==> src/rtl/bfw_pkg.sv <==
package bfw_pkg;

  localparam int MODE_W = 4;

  typedef enum logic [MODE_W-1:0] {
    MODE_FREE   = 4'd0,
    MODE_WAND   = 4'd1,
    MODE_WOR    = 4'd2,
    MODE_A_DOM  = 4'd3,
    MODE_B_DOM  = 4'd4,
    MODE_A_DAND = 4'd5,
    MODE_A_DOR  = 4'd6,
    MODE_B_DAND = 4'd7,
    MODE_B_DOR  = 4'd8,
    MODE_A_SA0  = 4'd9,
    MODE_A_SA1  = 4'd10,
    MODE_B_SA0  = 4'd11,
    MODE_B_SA1  = 4'd12
  } bridgeMode_e;

  // One-hot choice of the value one destination takes
  typedef struct packed {
    logic one;
    logic zero;
    logic orv;
    logic andv;
    logic other;
    logic own;
  } pick_t;

  // Strobes from control to datapath for one pair
  typedef struct packed {
    pick_t dstA;
    pick_t dstB;
  } bridgeSel_t;

  localparam pick_t P_OWN   = '{one: 1'b0, zero: 1'b0, orv: 1'b0, andv: 1'b0, other: 1'b0, own: 1'b1};
  localparam pick_t P_OTHER = '{one: 1'b0, zero: 1'b0, orv: 1'b0, andv: 1'b0, other: 1'b1, own: 1'b0};
  localparam pick_t P_AND   = '{one: 1'b0, zero: 1'b0, orv: 1'b0, andv: 1'b1, other: 1'b0, own: 1'b0};
  localparam pick_t P_OR    = '{one: 1'b0, zero: 1'b0, orv: 1'b1, andv: 1'b0, other: 1'b0, own: 1'b0};
  localparam pick_t P_ZERO  = '{one: 1'b0, zero: 1'b1, orv: 1'b0, andv: 1'b0, other: 1'b0, own: 1'b0};
  localparam pick_t P_ONE   = '{one: 1'b1, zero: 1'b0, orv: 1'b0, andv: 1'b0, other: 1'b0, own: 1'b0};

  function automatic bridgeSel_t decodeMode(input logic [MODE_W-1:0] code);
    bridgeSel_t s;
    s.dstA = P_OWN;
    s.dstB = P_OWN;
    case (code)
      MODE_WAND:   begin s.dstA = P_AND;   s.dstB = P_AND;   end
      MODE_WOR:    begin s.dstA = P_OR;    s.dstB = P_OR;    end
      MODE_A_DOM:  begin s.dstA = P_OWN;   s.dstB = P_OTHER; end
      MODE_B_DOM:  begin s.dstA = P_OTHER; s.dstB = P_OWN;   end
      MODE_A_DAND: begin s.dstA = P_OWN;   s.dstB = P_AND;   end
      MODE_A_DOR:  begin s.dstA = P_OWN;   s.dstB = P_OR;    end
      MODE_B_DAND: begin s.dstA = P_AND;   s.dstB = P_OWN;   end
      MODE_B_DOR:  begin s.dstA = P_OR;    s.dstB = P_OWN;   end
      MODE_A_SA0:  begin s.dstA = P_ZERO;  s.dstB = P_OWN;   end
      MODE_A_SA1:  begin s.dstA = P_ONE;   s.dstB = P_OWN;   end
      MODE_B_SA0:  begin s.dstA = P_OWN;   s.dstB = P_ZERO;  end
      MODE_B_SA1:  begin s.dstA = P_OWN;   s.dstB = P_ONE;   end
      default:     begin s.dstA = P_OWN;   s.dstB = P_OWN;   end
    endcase
    return s;
  endfunction

  // Value of one destination given its one-hot choice
  function automatic logic resolvePick(input pick_t p, input logic own, input logic other);
    return (p.own   & own)
         | (p.other & other)
         | (p.andv  & (own & other))
         | (p.orv   & (own | other))
         | (p.one);
  endfunction

endpackage

==> src/rtl/bridge_fault_ctrl.sv <==
module bridge_fault_ctrl
  import bfw_pkg::*;
#(
  parameter int N        = 4,
  parameter bit REG_MODE = 1'b1,
  localparam int BUS_W   = N * MODE_W
) (
  input  logic                  clk,
  input  logic                  rstN,
  input  logic                  modeLoad,
  input  logic [BUS_W-1:0]      modeIn,
  output logic [BUS_W-1:0]      modeAct,
  output bridgeSel_t [N-1:0]    sel
);

  generate
    if (REG_MODE) begin : g_reg
      logic [BUS_W-1:0] modeQ;
      always_ff @(posedge clk or negedge rstN) begin
        if (!rstN) begin
          modeQ <= '0;
        end else if (modeLoad) begin
          modeQ <= modeIn;
        end
      end
      assign modeAct = modeQ;
    end else begin : g_direct
      assign modeAct = modeIn;
    end
  endgenerate

  generate
    for (genvar i = 0; i < N; i++) begin : g_dec
      always_comb sel[i] = decodeMode(modeAct[i*MODE_W +: MODE_W]);
    end
  endgenerate

endmodule

==> src/rtl/bridge_fault_dp.sv <==
module bridge_fault_dp
  import bfw_pkg::*;
#(
  parameter int N = 4
) (
  input  bridgeSel_t [N-1:0] sel,
  input  logic [N-1:0]       srcA,
  input  logic [N-1:0]       srcB,
  output logic [N-1:0]       dstA,
  output logic [N-1:0]       dstB
);

  generate
    for (genvar i = 0; i < N; i++) begin : g_pair
      always_comb begin
        dstA[i] = resolvePick(sel[i].dstA, srcA[i], srcB[i]);
        dstB[i] = resolvePick(sel[i].dstB, srcB[i], srcA[i]);
      end
    end
  endgenerate

endmodule

==> src/rtl/bridge_fault_wrap.sv <==
module bridge_fault_wrap
  import bfw_pkg::*;
#(
  parameter int N        = 4,
  parameter bit REG_MODE = 1'b1,
  localparam int BUS_W   = N * MODE_W
) (
  input  logic             clk,
  input  logic             rstN,
  input  logic             modeLoad,
  input  logic [BUS_W-1:0] modeIn,
  input  logic [N-1:0]     srcA,
  input  logic [N-1:0]     srcB,
  output logic [N-1:0]     dstA,
  output logic [N-1:0]     dstB
);

  logic [BUS_W-1:0]   modeAct;
  bridgeSel_t [N-1:0] sel;

  bridge_fault_ctrl #(.N(N), .REG_MODE(REG_MODE)) u_ctrl (
    .clk      (clk),
    .rstN     (rstN),
    .modeLoad (modeLoad),
    .modeIn   (modeIn),
    .modeAct  (modeAct),
    .sel      (sel)
  );

  bridge_fault_dp #(.N(N)) u_dp (
    .sel  (sel),
    .srcA (srcA),
    .srcB (srcB),
    .dstA (dstA),
    .dstB (dstB)
  );

endmodule

==> config.mk <==
export PLATFORM = sky130hd
export DESIGN_NAME = bridge_fault_wrap
export DESIGN_NICKNAME = d
export VERILOG_FILES = /design/src/rtl/bfw_pkg.sv /design/src/rtl/bridge_fault_ctrl.sv /design/src/rtl/bridge_fault_dp.sv /design/src/rtl/bridge_fault_wrap.sv
export SDC_FILE = /design/constraint.sdc
export NUM_CORES = 1
export LEC_CHECK = 0
export BUFFER_PORTS_ARGS = -buffer_cell sky130_fd_sc_hd__buf_2
export CAP_MARGIN = 0
export CELL_PAD_IN_SITES_DETAIL_PLACEMENT = 1
export CELL_PAD_IN_SITES_GLOBAL_PLACEMENT = 1
export CORE_MARGIN = 2
export CORE_UTILIZATION = 30
export DETAILED_ROUTE_END_ITERATION = 8
export MAX_ROUTING_LAYER = met4
export PLACE_DENSITY_LB_ADDON = 0.1
export SLEW_MARGIN = 0
export SYNTH_ARGS = -nofsm -noshare
export SYNTH_HDL_FRONTEND = slang
export SYNTH_SLANG_ARGS = --single-unit
==> constraint.sdc <==
create_clock -name clk -period 1.8 [get_ports clk]
set_clock_uncertainty 0.1 [all_clocks]
set_input_delay 0.18 -clock clk [delete_from_list [all_inputs] [get_ports clk]]
set_output_delay 0.18 -clock clk [all_outputs]
set_load 0.005 [all_outputs]
# --- After elaboration in Yosys (flattened, before gate mapping) ---
# Memory sizes are Yosys's and may differ from the RTL's.
# Index checks and enable logic that the tools add are counted.
totals:
  n_memories: 4
  latchBits: 0
  elab_cells: 77
  reg_bits: 16
  in_bits: 27
  ramBits: 0
  mem_bits_ro: 768
memory_table:
  columns: ["memory", "depth", "width", "read_ports", "rd_ports_with_merged_regs", "wr", "line", "rtl"]
  rows:
  - ["(no name shown)", 16, 12, 1, 0, 0, "bfw_pkg.sv:48", "case (code)"]
  - ["(no name shown)", 16, 12, 1, 0, 0, "bfw_pkg.sv:48", null]
  - ["(no name shown)", 16, 12, 1, 0, 0, "bfw_pkg.sv:48", null]
  - ["(no name shown)", 16, 12, 1, 0, 0, "bfw_pkg.sv:48", null]
op_classes:
  multipliers: 0
  shift: 0
  order_cmp: 0
  n_mux: 0
  reduce_logical: 0
  n_eq_ne: 0
  n_addsub: 0
  bitwise_logic: 72
  div_mod_pow: 0
op_table:
  columns: ["cell", "count"]
  rows:
  - ["1-bit bitwise AND", 36]
  - ["1-bit bitwise OR", 36]

# --- Depth between registers and ports, before layout ---
# An unclocked memory read counts as a cell.
logic_depth:
  depth_word: 6
  ltp_mapped: 6
  depth_no_buf: 6

# --- Cells and area by module ---
# A second synthesis with hierarchy kept.
unflattened:
  cells_unflattened: 195
  area_unflattened_um2: 1750.4
by_module_without_submodules:
  columns: ["module", "seq_area_each_um2", "n_inst", "cells_per_inst", "area_per_inst_um2"]
  rows:
  - ["bridge_fault_ctrl", 400.4, 1, 171, 1550.2]
  - ["bridge_fault_dp", 0.0, 1, 24, 200.2]

# --- Worst setup path before layout ---
# Ideal clock, no wire load.
synth_timing:
  path_type: "register -> output"
  startpoint: "reg u_ctrl.g_reg.modeQ[12], in the netlist u_ctrl.modeAct[12]"
  endpoint: "out dstB[3]"
  path_slack_ns: 0.071
  path_stages_with_launch: 5
  arrival_ns: 1.449
  path_buffers: 0
  t_required_ns: 1.520
  cell_sequence: "dfrtp_1 inv_1 ha_1 mux4_1 o221ai_1"
synth_between:
  elab_chain_len: 6
synth_rtl:
  columns: ["item", "line", "rtl"]
  rows:
  - ["from (decl)", "bridge_fault_ctrl.sv:18", "logic [BUS_W-1:0] modeQ;"]
  - ["from (signal assigned)", "bridge_fault_ctrl.sv:23", "modeQ <= modeIn;"]
  - ["memory read 16 x 12 bit *", null, null]
  - ["1-bit bitwise AND, on equally long branches", "bfw_pkg.sv:68, bfw_pkg.sv:69", null]
  - ["1-bit bitwise OR", "bfw_pkg.sv:69", "| (p.other & other)"]
  - ["1-bit bitwise OR", "bfw_pkg.sv:70", "| (p.andv & (own & other))"]
  - ["1-bit bitwise OR", "bfw_pkg.sv:71", "| (p.orv & (own | other))"]
  - ["1-bit bitwise OR *", "bfw_pkg.sv:72", "| (p.one);"]
  - ["to (decl)", "bridge_fault_wrap.sv:15", "output logic [N-1:0] dstB"]
# Every way passes the cells marked *; elsewhere a longest branch is shown, timed or not.

# --- Worst setup path in the final report ---
# Ends and elaborated chain as after synthesis.

==> metrics.sh <==
OUTCOME='finished with violations'
VIOLATIONS='negative setup slack'
YOSYSWARNINGCOUNT=0
MAX-SLEW-MARGIN-REL=0.7050
DRIVE_GT1_FRAC=0.4889
SYNTH_ASYNC_SR_FLOP_SHARE=1.000
DR.PASS1.ITERS=4
FLOORPLAN.DIE.WIDTH_UM=74.60
FIN_CRIT_NS=2.021
GLOBALPLACE.CONGESTION=0.8382
FINAL_HOLD_VIOL_COUNT=0
GRTUSAGETOTAL=0.1575
AREA_GROWTH_PCT=47.20
CTSHTREEMAXLEVEL=1
SYNTHCELLS=171
CTS_MADE_BUFFERS=3
DESIGN.DIE.AREA_UM2=5564
SETUP_TOTAL_NEGATIVE_SLACK_NS=-1.060
GRT_START_MAX_NET_PINS=26
FINAL_GLOBAL_ROUTE_OVERFLOW_TOTAL=0
CLK_PIN_SLEW_WORST_PATHS_NS=0.06
SYNTH.DISTINCT_CELLS=37
CLOCK_TREE_FROM_TRITONCTS='yes'
VIA_COUNT_OF_THE_FIRST_GLOBAL_ROUTING_PASS=1480
DIODES=0
WORST_CASE_HOLD_SLACK_NS=0.03880
ROWS=25
GRT_SETUP_UNREPAIRED='yes'
GRT_PASS1_WL_MM=6.748
NUM-NETS-FINAL=277
DRC=0
INITIAL_CORE_UTILIZATION=0.3145
SYNTH_SEQUENTIAL_AREA_RATIO=0.2678
IOPINCOUNT=35
1ST_ITER_DRT_VIOLS=9
CRITICAL_PATH_MAXIMUM_FANOUT=4
CTSROOTBUFFERMASTER='clkbuf_8'
POWER_DENSITY_nW_PER_UM2=625.9
END_KIND='output port'
FINALSETUPVIOLCOUNT=8
ANTENNA_VIOLATIONS_BEFORE_REPAIR=0
DP_WORST_SETUP_SLACK_NS=-0.05798
TIMING_WORST_SETUP_PATH_TYPE='flop to output port'
IRDROPWORSTVDD_V=0.0004400
CLOCK_INSERTION_DELAY_WORST_SKEW_NS=0.24
PLACED_CELL_AREA_UM2=1807
TIGHTEST_SLEW_NS=0.4425
LARGEST_REG_FLOPS=16
SYNTH-MAIN-FF-CELL='dfrtp_1'
TOTAL_OF_MAX_CAP_VIOLATIONS=0
NUMBER_OF_PINS_EXCEEDING_THEIR_MAX_SLEW_LIMIT_IN_THE_FINAL_REPORT=0
SYNTH_NETS=222
SETUP.WORST_PATH.START_CLASS='flop'
MAX-CLOCK-PATH-BUFFERS=2
POST_LAYOUT_NONFILLER_INSTANCES=292
MAX_CLK_RATE_MHz=494.8
WORST_SLACK_NS=-0.2209
CP.ARRIVAL_NS=1.74
LEAKAGEPOWER_uW=0.0009791
ROUTED_WIRELENGTH_MM=4.071
HOLD_PATH_CLASS='input pin to flop'
IO_BUFFER_COUNT=34
LAYOUT.CELL_AREA.NON_FILLER_UM2=2201
TIMING.FINAL.CRIT_SHARE=1.123
MAPPEDNETLISTAREA_UM2=1495
DPL.HPWL_MM=2.992
VIAS_PER_CELL=4.822
DR_TOTAL_VIAS=1408
YS_SEQ_ELEMENTS=16
AVERAGE_FOOTPRINT_OF_A_SYNTHESIZED_CELL_UM2=8.744
NUMBER_OF_ENABLE_FLIP_FLOP_CELLS_AFTER_SYNTHESIS=0
CLKSINKCOUNT=16
DESIGN.CORE.AREA_UM2=4755
TIMING.CRITICAL_PATH.REQUIRED_NS=1.52
ROUTE.DETAILED.WL_PER_INST_UM=13.94
DIEHEIGHT_UM=74.60
PLACED_CELLS=278
ANT_NETS=0
[placed cells by master (no fill, tap or decap), types with 3 or more instances in the layout]
master    instances
inv_1             7
ha_2              4
ha_4             10
a21oi_2           4
o21ai_1           4
buf_4            16
o21ai_0          17
clkbuf_8          4
nor2b_1           4
o21a_1            4
a21o_1            3
inv_2             8
nand2_1          16
ha_1             10
mux2_2            7
buf_6             7
nand3_1           3
buf_2            34
nor2_1            6
dfrtp_1          16
a21oi_1           6
a221oi_2          3
[power breakdown]
part           total, uW  switching [uW]  leakage, uW  internal (uW)
combinational        612             285     0.000759            328
clock                315             121    0.0000288            194
sequential           450            56.9     0.000191            393
[path summary, 6_finish.rpt]
check	end	slack, ns	cells after the start	startpoint
min	u_ctrl.modeAct[0]$_DFFE_PN0P_	0.04	3	modeIn[0]
min reg2reg	u_ctrl.modeAct[0]$_DFFE_PN0P_	0.51	2	u_ctrl.modeAct[0]$_DFFE_PN0P_
max in group asynchronous	u_ctrl.modeAct[4]$_DFFE_PN0P_	1.07	2	rstN
max	dstB[3]	-0.22	5	u_ctrl.modeAct[12]$_DFFE_PN0P_
min in group asynchronous	u_ctrl.modeAct[10]$_DFFE_PN0P_	0.27	2	rstN
max reg2reg	u_ctrl.modeAct[4]$_DFFE_PN0P_	0.75	4	u_ctrl.modeAct[4]$_DFFE_PN0P_
[kinds of logic (layout without fill, tap and decap cells)]
kind of cell / count (synthesis) / count (layout) / synth area share
compound gates: 58 / 58 / 0.2494
simple gates: 39 / 39 / 0.1230
fa+ha+maj: 24 / 24 / 0.2008
buf+inv: 23 / 77 / 0.06945
flops: 16 / 16 / 0.2678
mux: 10 / 10 / 0.08369
xor+xnor: 1 / 1 / 0.005859
[stage by stage]
stage | utilization | total power, uW
2_1_floorplan | - | 713.2
3_3_place_gp | 0.3800 | 877.2
3_5_place_dp | 0.3800 | 901.6
4_1_cts | 0.4382 | 1335
5_1_grt | 0.4629 | 1488
6_report | 0.4629 | 1378
[routing by layer]
layer,vias up,track usage,share of wire
li1,711,-,-
met4,0,0.01190,0.0042
met3,2,0.02846,0.025
met2,23,0.2832,0.53
met5,-,-,0
met1,672,0.1913,0.44
[critical path, stage by stage, from the launching register on]
cell and delay, ns:
dfrtp_1 0.40, inv_2 0.13, ha_4 0.21, mux4_2 0.46, o221ai_2 0.16, buf_2 0.13
[cells in the mapped netlist (2+ instances only)]
master	count	area, um^2
a2111oi_0	2	17.52
a21o_1	3	22.52
a21oi_1	11	55.05
a221oi_1	2	17.52
a311oi_1	2	17.52
buf_2	2	10.01
buf_4	2	15.01
clkbuf_1	3	11.26
dfrtp_1	16	400.4
ha_1	24	300.3
inv_1	15	56.30
mux2_2	7	78.83
mux2i_1	2	20.02
nand2_1	16	60.06
nand2b_1	3	18.77
nand3_1	3	15.01
nor2_1	8	30.03
nor2b_1	4	25.02
o21a_1	4	30.03
o21ai_0	23	115.1
o21bai_1	2	15.01
o221ai_1	2	17.52
[final cells by class]
class | count | area [um^2]
clock buffer | 4 | 55.05
fill | 567 | 2554
inverter | 15 | 56.30
multi-input combinational | 132 | 1226
sequential | 16 | 400.4
tap | 67 | 83.83
timing repair buffer | 58 | 379.1
[repair_timing]
action / CTS / global route
pin swaps: 21 / 16
buffers inserted: 5 / 4
setup endpoints to repair: 8 / 8
hold buffers: 1 / 0
endpoints found under the hold margin: 16 / 0
gates resized for setup: 50 / 16
cloned: 0 / 0
Note: power is estimated with default switching activity, not from simulation.
